--- config.mk ---
export PLATFORM = sky130hd
export DESIGN_NAME = step_atten_ctrl
export DESIGN_NICKNAME = d
export VERILOG_FILES = /design/src/rtl/step_atten_ctrl.sv
export SDC_FILE = /design/constraint.sdc
export NUM_CORES = 1
export LEC_CHECK = 0
export BUFFER_PORTS_ARGS = -buffer_cell sky130_fd_sc_hd__clkbuf_2
export CORE_UTILIZATION = 45
export DETAILED_ROUTE_END_ITERATION = 16
export GPL_TIMING_DRIVEN = 0
export PLACE_DENSITY = 0.71
export SLEW_MARGIN = 20
export SYNTH_ARGS = -nofsm -noshare
export SYNTH_HDL_FRONTEND = slang
export SYNTH_SLANG_ARGS = --single-unit
--- constraint.sdc ---
create_clock -name clk -period 1.02 [get_ports clk]
set_input_delay 0.204 -clock clk [delete_from_list [all_inputs] [get_ports clk]]
set_output_delay 0.204 -clock clk [all_outputs]
set_load 0.01 [all_outputs]
--- src/rtl/step_atten_ctrl.sv ---
module step_atten_ctrl #(
  parameter int WORD_W      = 6,
  parameter int SYNC_STAGES = 2
) (
  input  logic              clk,
  input  logic              rst_n,
  input  logic              ser_mode,
  input  logic              ser_data,
  input  logic              ser_clk,
  input  logic              latch_en,
  input  logic [WORD_W-1:0] par_word,
  input  logic [1:0]        pwr_sel,
  output logic [WORD_W-1:0] atten_code
);

  localparam logic [WORD_W-1:0] CODE_MID = WORD_W'(1) << (WORD_W - 2);
  localparam logic [WORD_W-1:0] CODE_TOP = WORD_W'(1) << (WORD_W - 1);
  localparam logic [WORD_W-1:0] CODE_ALL = {WORD_W{1'b1}};

  logic [SYNC_STAGES-1:0] sck_q, sdt_q, le_q;
  logic                   sck_d, le_d, armed;
  logic [WORD_W-1:0]      shreg, boot_word, load_word;
  logic                   sck_s, sdt_s, le_s, sck_rise, le_rise, transparent;

  assign sck_s    = sck_q[SYNC_STAGES-1];
  assign sdt_s    = sdt_q[SYNC_STAGES-1];
  assign le_s     = le_q[SYNC_STAGES-1];
  assign sck_rise = sck_s & ~sck_d;
  assign le_rise  = le_s & ~le_d;

  always_ff @(posedge clk) begin
    if (!rst_n) begin
      sck_q <= {SYNC_STAGES{ser_clk}};
      le_q  <= {SYNC_STAGES{latch_en}};
      sdt_q <= '0;
      sck_d <= ser_clk;
      le_d  <= latch_en;
    end else begin
      sck_q <= {sck_q[SYNC_STAGES-2:0], ser_clk};
      le_q  <= {le_q[SYNC_STAGES-2:0], latch_en};
      sdt_q <= {sdt_q[SYNC_STAGES-2:0], ser_data};
      sck_d <= sck_s;
      le_d  <= le_s;
    end
  end

  always_ff @(posedge clk) begin
    if (!rst_n)        shreg <= '0;
    else if (sck_rise) shreg <= {shreg[WORD_W-2:0], sdt_s};
  end

  always_ff @(posedge clk) begin
    if (!rst_n)       armed <= 1'b0;
    else if (le_rise) armed <= 1'b1;
  end

  always_comb begin
    if (ser_mode || latch_en) boot_word = par_word;
    else begin
      case (pwr_sel)
        2'b00:   boot_word = '0;
        2'b10:   boot_word = CODE_MID;
        2'b01:   boot_word = CODE_TOP;
        default: boot_word = CODE_ALL;
      endcase
    end
  end

  assign transparent = le_s & (armed | ~ser_mode);
  assign load_word   = ser_mode ? shreg : par_word;

  always_ff @(posedge clk) begin
    if (!rst_n)           atten_code <= boot_word;
    else if (transparent) atten_code <= load_word;
  end

  p_shift_only_on_edge_r4: assert property (@(posedge clk) disable iff (!rst_n)
    !sck_rise |=> $stable(shreg));

  p_hold_while_closed_r5: assert property (@(posedge clk) disable iff (!rst_n)
    !le_s |=> $stable(atten_code));

  p_serial_follow_r6: assert property (@(posedge clk) disable iff (!rst_n)
    (ser_mode && le_s && armed) |=> atten_code == $past(shreg));

  p_direct_follow_r8: assert property (@(posedge clk) disable iff (!rst_n)
    (!ser_mode && le_s) |=> atten_code == $past(par_word));

  p_boot_kept_r9: assert property (@(posedge clk) disable iff (!rst_n)
    (ser_mode && !armed) |=> $stable(atten_code));

endmodule

# Word level (Yosys, flattened, before mapping)
# Index checks and enable logic that the tools add are counted.
# word_totals
regBits,21
wordCells,29
output_inout_bits,6
# classes
bitwise,7
eq_ne,3
n_mux,9
reduce_logical,2
# op_table
cell,count
two-way mux 6 bit,4
case mux 6 bit (3 select lines),1
two-way mux 2 bit,2
bitwise AND 1 bit,3
NOT 1 bit,3
"== test 2 x 1 -> 1 bit, second input constant",1
"== test 2 bit, second input constant",1
logical NOT 2 bit,1
two-way mux 1 bit,2
"inequality test 2 x 1 -> 1 bit, second input constant",1
logical OR 1 bit,1
OR 1 bit,1

# Depth between registers and ports, before layout
# Gate-level depths: netlist of the first run.
# logic_depth
depth_word,5
depth_mapped,4
ltp_nobuf,3

# Worst setup path before layout of the first run
# Ideal clock, no wire load.
# synth_path
kind,in2reg
from,input rst_n
to,"register atten_code[0], data pin"
cell_stages,4
setup_slack_ps,13
arrival_time_ps,746
path_cell_list,buf_6 a211o_1 o211ai_1 o21ai_1
# synth_between
elab_chain_len,1
# synth_lines
item,line,rtl
start: declaration,6,"input logic rst_n,"
two-way mux 6 bit,73,if (!rst_n) atten_code <= boot_word;
end signal: assignment,73,
end signal: assignment,74,else if (transparent) atten_code <= load_word;
end: declaration,13,output logic [WORD_W-1:0] atten_code
# Every way passes these cells.
# A chain may end at the register's enable or synchronous reset.

# Final worst setup path of the first run
# layout_path
from,register atten_code[5]
to,output atten_code[5]
# No word-level cell between the ends.

==> run summary, run 1 <==
The tree is rooted in a sky130_fd_sc_hd__clkbuf_4. For the cell count after placement, the log shows 121. The CTS H-tree depth came out at 1. The number of nets in the synthesized netlist is 92. The worst path needs 1020 ps of the cycle, external delays included.

The fraction of registers with async set/reset was 0. The post-route core utilization was 0.587; the number of global-route vias before repair was 543. Detailed placer's ending HPWL: 1.08 mm. The logs give 0.259 for the global routing met2 resource utilization and 1.34 ps for the clock tree skew after final layout. After synthesis, the cell types taking the most area are sky130_fd_sc_hd__dfxtp_1 34%, sky130_fd_sc_hd__edfxtp_1 21%, sky130_fd_sc_hd__mux2i_1 14%. Among all flip-flop cells after synthesis, the most frequent one is sky130_fd_sc_hd__dfxtp_1. The routed design has 1.40 mm of wire.

After floorplanning, the core was divided into 15 placement rows. The synthesis-to-layout area growth works out to 18.8%. By instance count, the leading cell after synthesis is sky130_fd_sc_hd__dfxtp_1.

The core region is 1760 sq um. Across the run, the number of max-cap violations was 0. The run finished, with violations left.

The run gives 100 ps as the slack of the worst reg-to-reg path. The mapped netlist covers 871 sq um. In this run, synthesis inferred 6 flip-flops with an integrated enable. The effective utilization at floorplan was 0.494. In the routed design, unresolved DRC markers number 0. The met1 track utilization from global routing is 0.172, and the normalized max-slew margin is 0.852. The pin slew with the least headroom to its limit works out to 220 ps.

The checks that failed: negative setup slack. In the synthesized netlist, the number of instances is 78. Setup repair after global routing could not meet its margin everywhere.

The tools report the type of element capturing the critical path as an output port. Summing all placed instances gives a cell area of 992 sq um. In this run, synthesis produced a sequential element count of 21.

After detailed routing, the number of vias per cell comes to 4.79. The tools report the startpoint class of the critical path as a register. Pin placement for this block handled 20 I/O pins. In the final routed layout, each cell accounts on average for 11.1 microns. The critical path capture point was atten_code[5]. The detailed router's first-iteration violation count came out at 0. For this run, the number of Yosys warnings is 0.

The count of clock tree sinks came out at 21. The total power density per cell area was 1470 nW/um^2; the maximum fanout along the worst path was 1. For this design the static power due to leakage is 0.468 nW.

The logs give 1 for the detailed-router iteration count before antenna repair and 300 ps for the source-to-sink clock delay at the later pin of the worst-skew pair. The clock passes through at most 2 buffers. The cell with the largest stage delay on the worst path was sky130_fd_sc_hd__edfxtp_1.

The finished cells cover 1030 sq um. The highest achievable clock rate came out at 976 MHz. In this run the post-CTS setup repair buffer count came out at 0. The total global routing track utilization was 0.155; the pin count of the biggest net entering global routing was 13. The endpoint arrival time on the critical path is 820 ps, and the count of buffers inserted at the top-level ports is 18.

Traced cell by cell, the critical path runs through clkbuf_2. For the worst setup path, the data required time is 820 ps. The final layout contains 116 nets. The fraction of layout instances using a drive strength above 1 was 0.287.

The cell family contributing the most delay on the critical path is flip-flops. The die covers 2120 sq um. The share of the synthesized area in the top cell type was 0.345; the combined buffer and inverter count along the critical path was 1. In this run, CTS created clock tree buffers numbering 3. The detail route stage leaves a number of antenna-violating nets equal to 0. The run gives 0 as the final count of hold timing violations.

The post-route setup TNS came out at -4.63 ps. The first global-routing pass estimated 2.24 mm of wire. The final worst slack is -4.63 ps, and the peak ir drop on the vdd network is 0.000744 V. The number of antenna diodes in the final layout is 0. The run gives 0 as the number of pins with negative max-slew slack in the final report. The synthesized design spends more area on one cell type than any other, namely sky130_fd_sc_hd__dfxtp_1. The critical setup path kind was reg2out. The total of endpoints with negative setup slack in the final report came out at 1. The count of unique library cells instantiated by Yosys was 18; the mean instance size in the synthesized netlist was 11.2 sq um.

The finished layout holds 126 standard cells, fillers aside. The tools report the source of the critical timing path as atten_code[5]$_DFFE_PP_. Summing over every cut layer, the via total after detailed routing is 604.

The layer carrying the most global-route usage is met2. The vertical extent of the die was 46.0 microns; the global routing usage on met3 was 0.0238. For this run the aggregate overflow at the end of global routing stands at 0. Number of cell instances on the worst register-to-register path: 2. The period utilization is 1.00.

Global placement routability congestion: 0.728. The launch point of the worst hold path is latch_en. The run gives 0 as the number of antenna violations at the first check in global routing. The type of the most critical hold path was in2reg. The clock-pin slew on the worst setup and hold paths was 110 ps. The sequential-to-total area share from yosys stat is 0.552, and the x dimension of the die is 46.0 microns. Counting instances in the post-synthesis netlist gives the leading cell types as 15 x sky130_fd_sc_hd__dfxtp_1, 12 x sky130_fd_sc_hd__mux2i_1, 9 x sky130_fd_sc_hd__nand2_1, 9 x sky130_fd_sc_hd__nor2b_1, 6 x sky130_fd_sc_hd__edfxtp_1. In this design, the stage delay of the slowest critical-path cell is 390 ps.

TritonCTS built the clock tree. The capturing point of the worst reg2reg path was atten_code[1]$_DFFE_PP_. The number of gates on the worst path with buffers counted was 1.

The worst register-to-register path begins at armed$_SDFFE_PN0P_.
-- cells in the final DEF (no fill, tap or decap), drive strengths merged --
cell	Yosys	final
edfxtp	6	6
inv	1	1
buf	5	5
a21oi	2	2
nand2	9	9
a211o	1	1
dfxtp	15	15
a211oi	2	2
nor2	1	1
o211ai	4	4
o21a	1	1
nand2b	3	3
clkinv	0	1
o21ai	5	5
mux2i	12	12
clkbuf	0	21
dlygate4sd3	0	1
and2	2	2
nor2b	9	9
-- state kept, by name, summed over array words and instances (netlist names) --
| register | count |
|---|---|
| atten_code | 6 |
| shreg | 6 |
| le_d | 1 |
| sck_d | 1 |
| sdt_q | 2 |
| le_q | 2 |
| armed | 1 |
| sck_q | 2 |
-- metrics by stage --
step	setup WS, ps	hold WS [ps]	power [mW]
after CTS	-30.3	72.5	1.55
final	-4.63	91.1	1.53
after global routing	-57.1	82.2	1.60
after detailed placement	-99.0	326	1.15
after global placement	-87.7	323	1.15
after floorplan	13.3	232	1.08
-- power by group --
| part | total, mW | switching, mW | internal [mW] |
|---|---|---|---|
| Clock | 0.388 | 0.241 | 0.146 |
| Combinational | 0.208 | 0.106 | 0.102 |
| Sequential | 0.930 | 0.0154 | 0.915 |
-- how the worst min path moves through the flow --
stage | end | depth (start not counted) | slack [ps]
final | le_q[0]$_DFF_P_ | 1 | 90
after global routing | le_q[0]$_DFF_P_ | 1 | 80
after global placement | sck_q[0]$_DFF_P_ | 1 | 320
after detailed placement | sck_q[0]$_DFF_P_ | 1 | 330
after floorplan | le_q[0]$_DFF_P_ | 0 | 230
after CTS | le_q[0]$_DFF_P_ | 1 | 70
-- what timing repair did --
action / CTS / global route
hold buffers: 1 / 0
cloned: 0 / 0
setup endpoints to repair: 4 / 18
resized for setup: 0 / 3
endpoints found under the hold margin: 1 / 0
-- cell families after synthesis --
group                  count (synthesis)  share of synthesized area
and+or+nand+nor                       24                      0.152
DFF                                   21                      0.552
buffers and inverters                  6                     0.0474
muxes                                 12                      0.138
AOI/OAI and AO/OA                     15                      0.111
-- layout make-up --
class                      count  area [sq um]
inverter                       1          3.75
timing repair buffer          19           100
buffer                         5          40.0
multi-input combinational     51           352
fill                         170           729
sequential                    21           480
clock inverter                 1          5.00
clock buffer                   3          22.5
tap                           25          31.3
-- metal layers --
metal / up-vias / share of wire
met5: - / 0
met4: 0 / 0.027
met3: 4 / 0.022
met2: 14 / 0.51
met1: 267 / 0.44
li1: 319 / -
Power figures use the tool's default switching activity.
==> run 2, diff against run 1 <==
--- a/config.mk
+++ b/config.mk
@@ -5,11 +5,12 @@
 export SDC_FILE = /design/constraint.sdc
 export NUM_CORES = 1
 export LEC_CHECK = 0
+export ABC_AREA = 0
 export BUFFER_PORTS_ARGS = -buffer_cell sky130_fd_sc_hd__clkbuf_2
 export CORE_UTILIZATION = 45
 export DETAILED_ROUTE_END_ITERATION = 16
 export GPL_TIMING_DRIVEN = 0
-export PLACE_DENSITY = 0.71
+export PLACE_DENSITY = 0.68
 export SLEW_MARGIN = 20
 export SYNTH_ARGS = -nofsm -noshare
 export SYNTH_HDL_FRONTEND = slang
==> constraint.sdc (replaced) <==
create_clock -name clk -period 1.3 [get_ports clk]
set_input_delay 0.26 -clock clk [delete_from_list [all_inputs] [get_ports clk]]
set_output_delay 0.26 -clock clk [all_outputs]
set_load 0.01 [all_outputs]
==> run summary, run 2 (synthesized netlist as in run 1, its figures left out) <==
The vertical extent of the die is 46.0 microns, and the peak ir drop on the vdd network is 0.000644 V. Startpoint class of the critical path: a register. Detailed routing inserted a total of 596 vias. The total setup buffers inserted after CTS was 0; the top-level I/O count was 20. The synthesis-to-layout area growth was 17.1%.

The final layout contains routed wiring with a total length of 1.35 mm. Global placement routability congestion: 0.773. The wire-length estimate of the detail-placed layout is 987 microns.

Clock-pin slew was measured on the worst setup and hold paths at 120 ps. The number of pins with negative max-slew slack in the final report was 0. The tools report the clock tree skew after final layout as 2.10 ps. Setup repair after global routing left no endpoint under its margin. The total of endpoints with negative setup slack in the final report is 0. The x dimension of the die came out at 46.0 microns. The tools report the source-to-sink clock delay at the later pin of the worst-skew pair as 300 ps. The run gives 121 as the cell count after placement. The worst setup path is of the reg2out kind. The count of cells along the worst hold path works out to 1. Leaving out fill and tap cells, the most frequent cell in the layout is sky130_fd_sc_hd__clkbuf_2. In this run the most critical hold path is launched from ser_clk. The worst register-to-register path has a setup slack of 320 ps. The kind of cell with the highest combined delay on the critical path was flip-flops. The die covers 2120 sq um. The run gives 820 ps as the endpoint arrival time on the critical path.

The tools report the register area as 480 sq um. The min-delay analysis places its worst path in the category in2reg. Once detail routing completed, the nets flagged for antenna violations numbered 0. First-pass GRT wire length: 2.19 mm. After detailed routing, the number of vias per cell comes to 4.77. The effective utilization at floorplan was 0.494; the number of violations of the max-capacitance limit was 0. With fillers left out, the area of the finished cells amounts to 1020 sq um. For this design the static power due to leakage is 0.462 nW. Static timing analysis puts the maximum clock frequency at 928 MHz. The top cell types in the final layout, fill and taps aside, are 18 x sky130_fd_sc_hd__clkbuf_2, 15 x sky130_fd_sc_hd__dfxtp_1, 12 x sky130_fd_sc_hd__mux2i_1. The period utilization came out at 0.829. CTS saw 21 sinks. The CTS buffer count is 3. For the detailed router's first-iteration violation count, the log shows 5. The worst hold path terminates at sck_q[0]$_DFF_P_. The combined area of the multi-input logic cells came out at 349 sq um. Capturing point of the worst reg2reg path: atten_code[4]$_DFFE_PP_. The tools report the post-layout net count as 115.

The cts-stage hold buffer count was 0; the critical path's largest stage delay was 380 ps. The global route total overflow was 0; the area of the core region was 1760 sq um. The cell with the largest stage delay on the worst path is sky130_fd_sc_hd__edfxtp_1. The normalized max-slew margin came out at 0.829. Entering global routing, the biggest net connects 13 pins. The detailed-router iteration count before antenna repair is 2, and the count of buffers inserted at the top-level ports is 18. The startpoint identified for the worst register-to-register timing path is le_q[1]$_DFF_P_. The filler cells instantiated in the layout total 171. The critical path goes through clkbuf_2.

Dividing the detail-routed wire length by the instance count gives 10.8 microns. The completed layout was analyzed and its total power is 1.20 mW. The number of DRC violations after detailed routing is 0. The worst register-to-register path has a depth of 2.

The required time at the endpoint of the critical path is 1040 ps, and the number of global-route vias before repair is 524. The total power density per cell area works out to 1180 nW/um^2. Summed over all failing endpoints, the final setup total negative slack is 0 ps. For the finished layout, the period the worst path requires is 1080 ps. The run gives 0.150 as the total global routing track utilization. In the final layout, the registers with the most flip-flops are atten_code x6, shreg x6.

The number of antenna diodes in the final layout is 0. TritonCTS built the clock tree. The maximum fanout along the worst path is 1, and the instance area after placement is 992 sq um. The run finished with clean final reports.

In this run the clock root is driven by a sky130_fd_sc_hd__clkbuf_4. For the CTS H-tree depth, the log shows 1. The number of antenna violations at the first check in global routing is 0, and the fraction of layout instances using a drive strength above 1 is 0.280. The type of element capturing the critical path was an output port.

At the pin with the least slew margin, the transition time is 257 ps. The run gives 0 as the final count of hold timing violations. The logs give 2 for the number of buffers on the longest clock path and 62.9 ps for the final hold slack.

The floorplan has 15 rows. Once layout is complete, the cells apart from fillers number 125. Number of resized instances in the post-cts repair step: 0. The combined buffer and inverter count along the critical path is 1.
-- run 2: metrics by stage --
stage	util	setup slack (ps)
after floorplan	-	237
after global placement	0.562	132
after detailed placement	0.562	126
after CTS	0.578	206
after global routing	0.578	171
final	0.578	222
-- run 2: routing by layer --
layer / share of wire / vias up / global-route usage
met5: 0 / - / 0
met4: 0.032 / 0 / 0.112
met3: 0.042 / 5 / 0.0397
met2: 0.43 / 16 / 0.225
met1: 0.50 / 260 / 0.182
li1: - / 315 / -
-- run 2: final cells by class --
cell class / instances / area share
sequential: 21 / 0.471
multi-input combinational: 51 / 0.342
timing repair buffer: 18 / 0.0883
buffer: 5 / 0.0368
tap: 25 / 0.0307
clock buffer: 3 / 0.0221
clock inverter: 1 / 0.00491
inverter: 1 / 0.00368
-- run 2: worst max-delay path by stage --
stage                                  startpoint                      end  slack, ps  cells after the start
after global placement                   latch_en  atten_code[2]$_DFFE_PP_        130                      4
after global routing      atten_code[0]$_DFFE_PP_            atten_code[0]        170                      1
final                     atten_code[0]$_DFFE_PP_            atten_code[0]        220                      1
after detailed placement                 latch_en  atten_code[2]$_DFFE_PP_        130                      4
after floorplan                             rst_n  atten_code[0]$_DFFE_PP_        240                      4
after CTS                 atten_code[0]$_DFFE_PP_            atten_code[0]        210                      1
-- run 2: power breakdown --
part	internal [mW]	switching [mW]	total (mW)
logic	0.0761	0.0820	0.158
clock network	0.115	0.199	0.314
registers	0.718	0.0118	0.729
==> run 3, diff against run 2 <==
--- a/config.mk
+++ b/config.mk
@@ -10,7 +10,7 @@
 export CORE_UTILIZATION = 45
 export DETAILED_ROUTE_END_ITERATION = 16
 export GPL_TIMING_DRIVEN = 0
-export PLACE_DENSITY = 0.68
+export PLACE_DENSITY = 0.71
 export SLEW_MARGIN = 20
 export SYNTH_ARGS = -nofsm -noshare
 export SYNTH_HDL_FRONTEND = slang
==> constraint.sdc (replaced) <==
create_clock -name clk -period 0.9 [get_ports clk]
set_input_delay 0.18 -clock clk [delete_from_list [all_inputs] [get_ports clk]]
set_output_delay 0.18 -clock clk [all_outputs]
set_load 0.01 [all_outputs]
==> run summary, run 3 (synthesized netlist as in run 1, its figures left out) <==
The proportion of power drawn by combinational gates is 0.137. The sequential share of power is 0.605, and the fraction of layout instances using a drive strength above 1 is 0.310. For the worst setup path, the data required time is 720 ps. The tools report the number of violations of the max-capacitance limit as 0.

The number of setup buffers added after CTS is 0. In this run the power spent charging and discharging nets is 423 uW. The run gives 0.141 as the total global routing track utilization. The later pin in the worst-skew pair is clocked with a latency of 300 ps.

Summed over all layers, the global routing overflow is 0. The maximum fanout along the worst path is 1, and the total die area is 2120 sq um. The number of core rows was 15.

Count of clock tree sinks: 21. The combined buffer and inverter count along the critical path is 1, and the via count is 601. The number of gates on the worst path with buffers counted is 1, and the number of antenna cells inserted is 0. For the fill cell instance count of the final layout, the log shows 173.

Type of the most critical hold path: in2reg. Prior to clock tree synthesis, the placed netlist has a worst setup slack of -215 ps. For this run, the detailed router's first-pass iteration total came to 4.

Walking the worst path, the cells encountered are clkbuf_2. Hold timing on the final database bottoms out at a slack of 73.1 ps. The worst setup path is launched from a register.

For the final worst slack, the log shows -102 ps. The clock-pin slew on the worst setup and hold paths was 120 ps. At the end of routability-driven placement, the weighted congestion stood at 0.808. In this run the tool buffered the top-level ports with 18 buffer cells. The peak ir drop on the vdd network came out at 0.000998 V. For the detailed placer's ending HPWL, the log shows 1.00 mm. The endpoint arrival time on the critical path is 820 ps, and the pin count of the biggest net entering global routing is 13. The kind of cell with the highest combined delay on the critical path was flip-flops.

The run gives 1000 sq um as the instance area after placement. The run gives 998 MHz as the highest achievable clock rate. The tools report the clock network fraction of total power as 0.258. In the layout the commonest cells are 18 x sky130_fd_sc_hd__clkbuf_2, 13 x sky130_fd_sc_hd__dfxtp_1, 12 x sky130_fd_sc_hd__mux2i_1.

On the final layout, the worst clock skew is 2.92 ps. The completed layout was analyzed and its total power is 1.75 mW. The number of global-route vias before repair was 484. The area of the core region is 1760 sq um.

The type of element capturing the critical path is an output port. Once placement completed, the tool counted placed cells totaling 121. The most common cell after layout, fill and taps aside is sky130_fd_sc_hd__clkbuf_2. In the final routed layout, each cell accounts on average for 10.8 microns. The clock root buffer was sky130_fd_sc_hd__clkbuf_4.

The run gives 6 as the total of endpoints with negative setup slack in the final report. The number of buffers on the longest clock path was 2. The CTS H-tree depth is 1. The normalized max-slew margin was 0.874; the detailed router's first-iteration violation count was 9. The slowest stage of the critical path is the sky130_fd_sc_hd__edfxtp_1 cell. The number of pins with negative max-slew slack in the final report is 0.

After detailed routing, the number of vias per cell comes to 4.81. For this design the top-level I/O count stands at 20. The first-pass GRT wire length came out at 2.04 mm. The number of antenna violations at the first check in global routing was 0; the synthesis-to-layout area growth was 20.1%.

In this run, CTS created clock tree buffers numbering 3. The analysis attributes to cell leakage a power of 0.472 nW. The net switching share of the total power was 0.242.

Post-detailed-routing wire length: 1.35 mm. The flow ran to the end, but the final reports show violations. Count of cells along the worst hold path: 1. The number of DRC violations after detailed routing came out at 0. The largest registers in the layout are atten_code x6, shreg x6.

TritonCTS built the clock tree. In this run the remaining antenna-violating nets after routing total 0. For the effective utilization at floorplan, the log shows 0.494.

The final reports fail on negative setup slack. The net count of the finished layout is 115. Setup repair after global routing could not meet its margin everywhere. The critical path's largest stage delay is 390 ps. The number of cell instances on the worst register-to-register path came out at 3. The period utilization works out to 1.11. Subtracting the final worst setup slack from the clock period gives 1000 ps.

The worst setup path is of the reg2out kind. The finished cells cover 1050 sq um. X dimension of the die: 46.0 microns. The die is 46.0 microns tall. The total power density per cell area is 1670 nW/um^2, and the design internal power is 1.32 mW. The pin slew with the least headroom to its limit was 188 ps.

The filler-free cell count of the finished design was 125; the final count of hold timing violations was 0.
## run 3: cell types whose count changed in the layout (fill, tap and decap cells not counted), sizes merged
cell         previous run  this run
buf                     5         4
dlygate4sd3             0         1
## run 3: stage by stage
stage | setup TNS, ps | utilization
6_report | -551 | 0.593
4_1_cts | -683 | 0.594
5_1_grt | -907 | 0.593
3_3_place_gp | -1500 | 0.569
2_1_floorplan | -400 | -
3_5_place_dp | -1710 | 0.569
## run 3: area by class of cell
type	count	area [sq um]	share of cell area
clock inverter	1	5.00	0.00478
clock buffer	3	22.5	0.0215
multi-input combinational	51	359	0.343
timing repair buffer	19	100	0.0957
sequential	21	483	0.462
buffer	4	41.3	0.0395
inverter	1	3.75	0.00359
tap	25	31.3	0.0299
## run 3: final timing paths
kind,startpoint,slack [ps],endpoint
worst max-delay path,atten_code[2]$_DFFE_PP_,-100,atten_code[2]
worst min-delay path,latch_en,70,le_q[0]$_DFF_P_
worst max register to register,sck_d$_DFF_P_,30,shreg[4]$_SDFFE_PN0P_
worst min register to register,le_q[0]$_DFF_P_,430,le_q[1]$_DFF_P_
## run 3: power groups by stage
| stage | clock network (mW) | logic (mW) | registers [mW] |
|---|---|---|---|
| floorplan | 0 | 0.139 | 1.09 |
| global placement | 0 | 0.232 | 1.07 |
| detailed placement | 0 | 0.236 | 1.08 |
| CTS | 0.474 | 0.246 | 1.05 |
| global route | 0.500 | 0.265 | 1.06 |
| finish | 0.450 | 0.239 | 1.06 |
## run 3: timing repair
item	CTS	global route
endpoints found under the setup margin	18	18
pin swaps	1	0
resized for setup	3	3
hold buffers	1	0
hold endpoints to repair	1	0
## run 3: routing by layer
metal	vias up	global-route usage	wire length (microns)
met1	266	0.163	645
li1	316	-	-
met5	-	0	0
met2	15	0.239	639
met3	4	0.0357	48
met4	0	0.0706	19
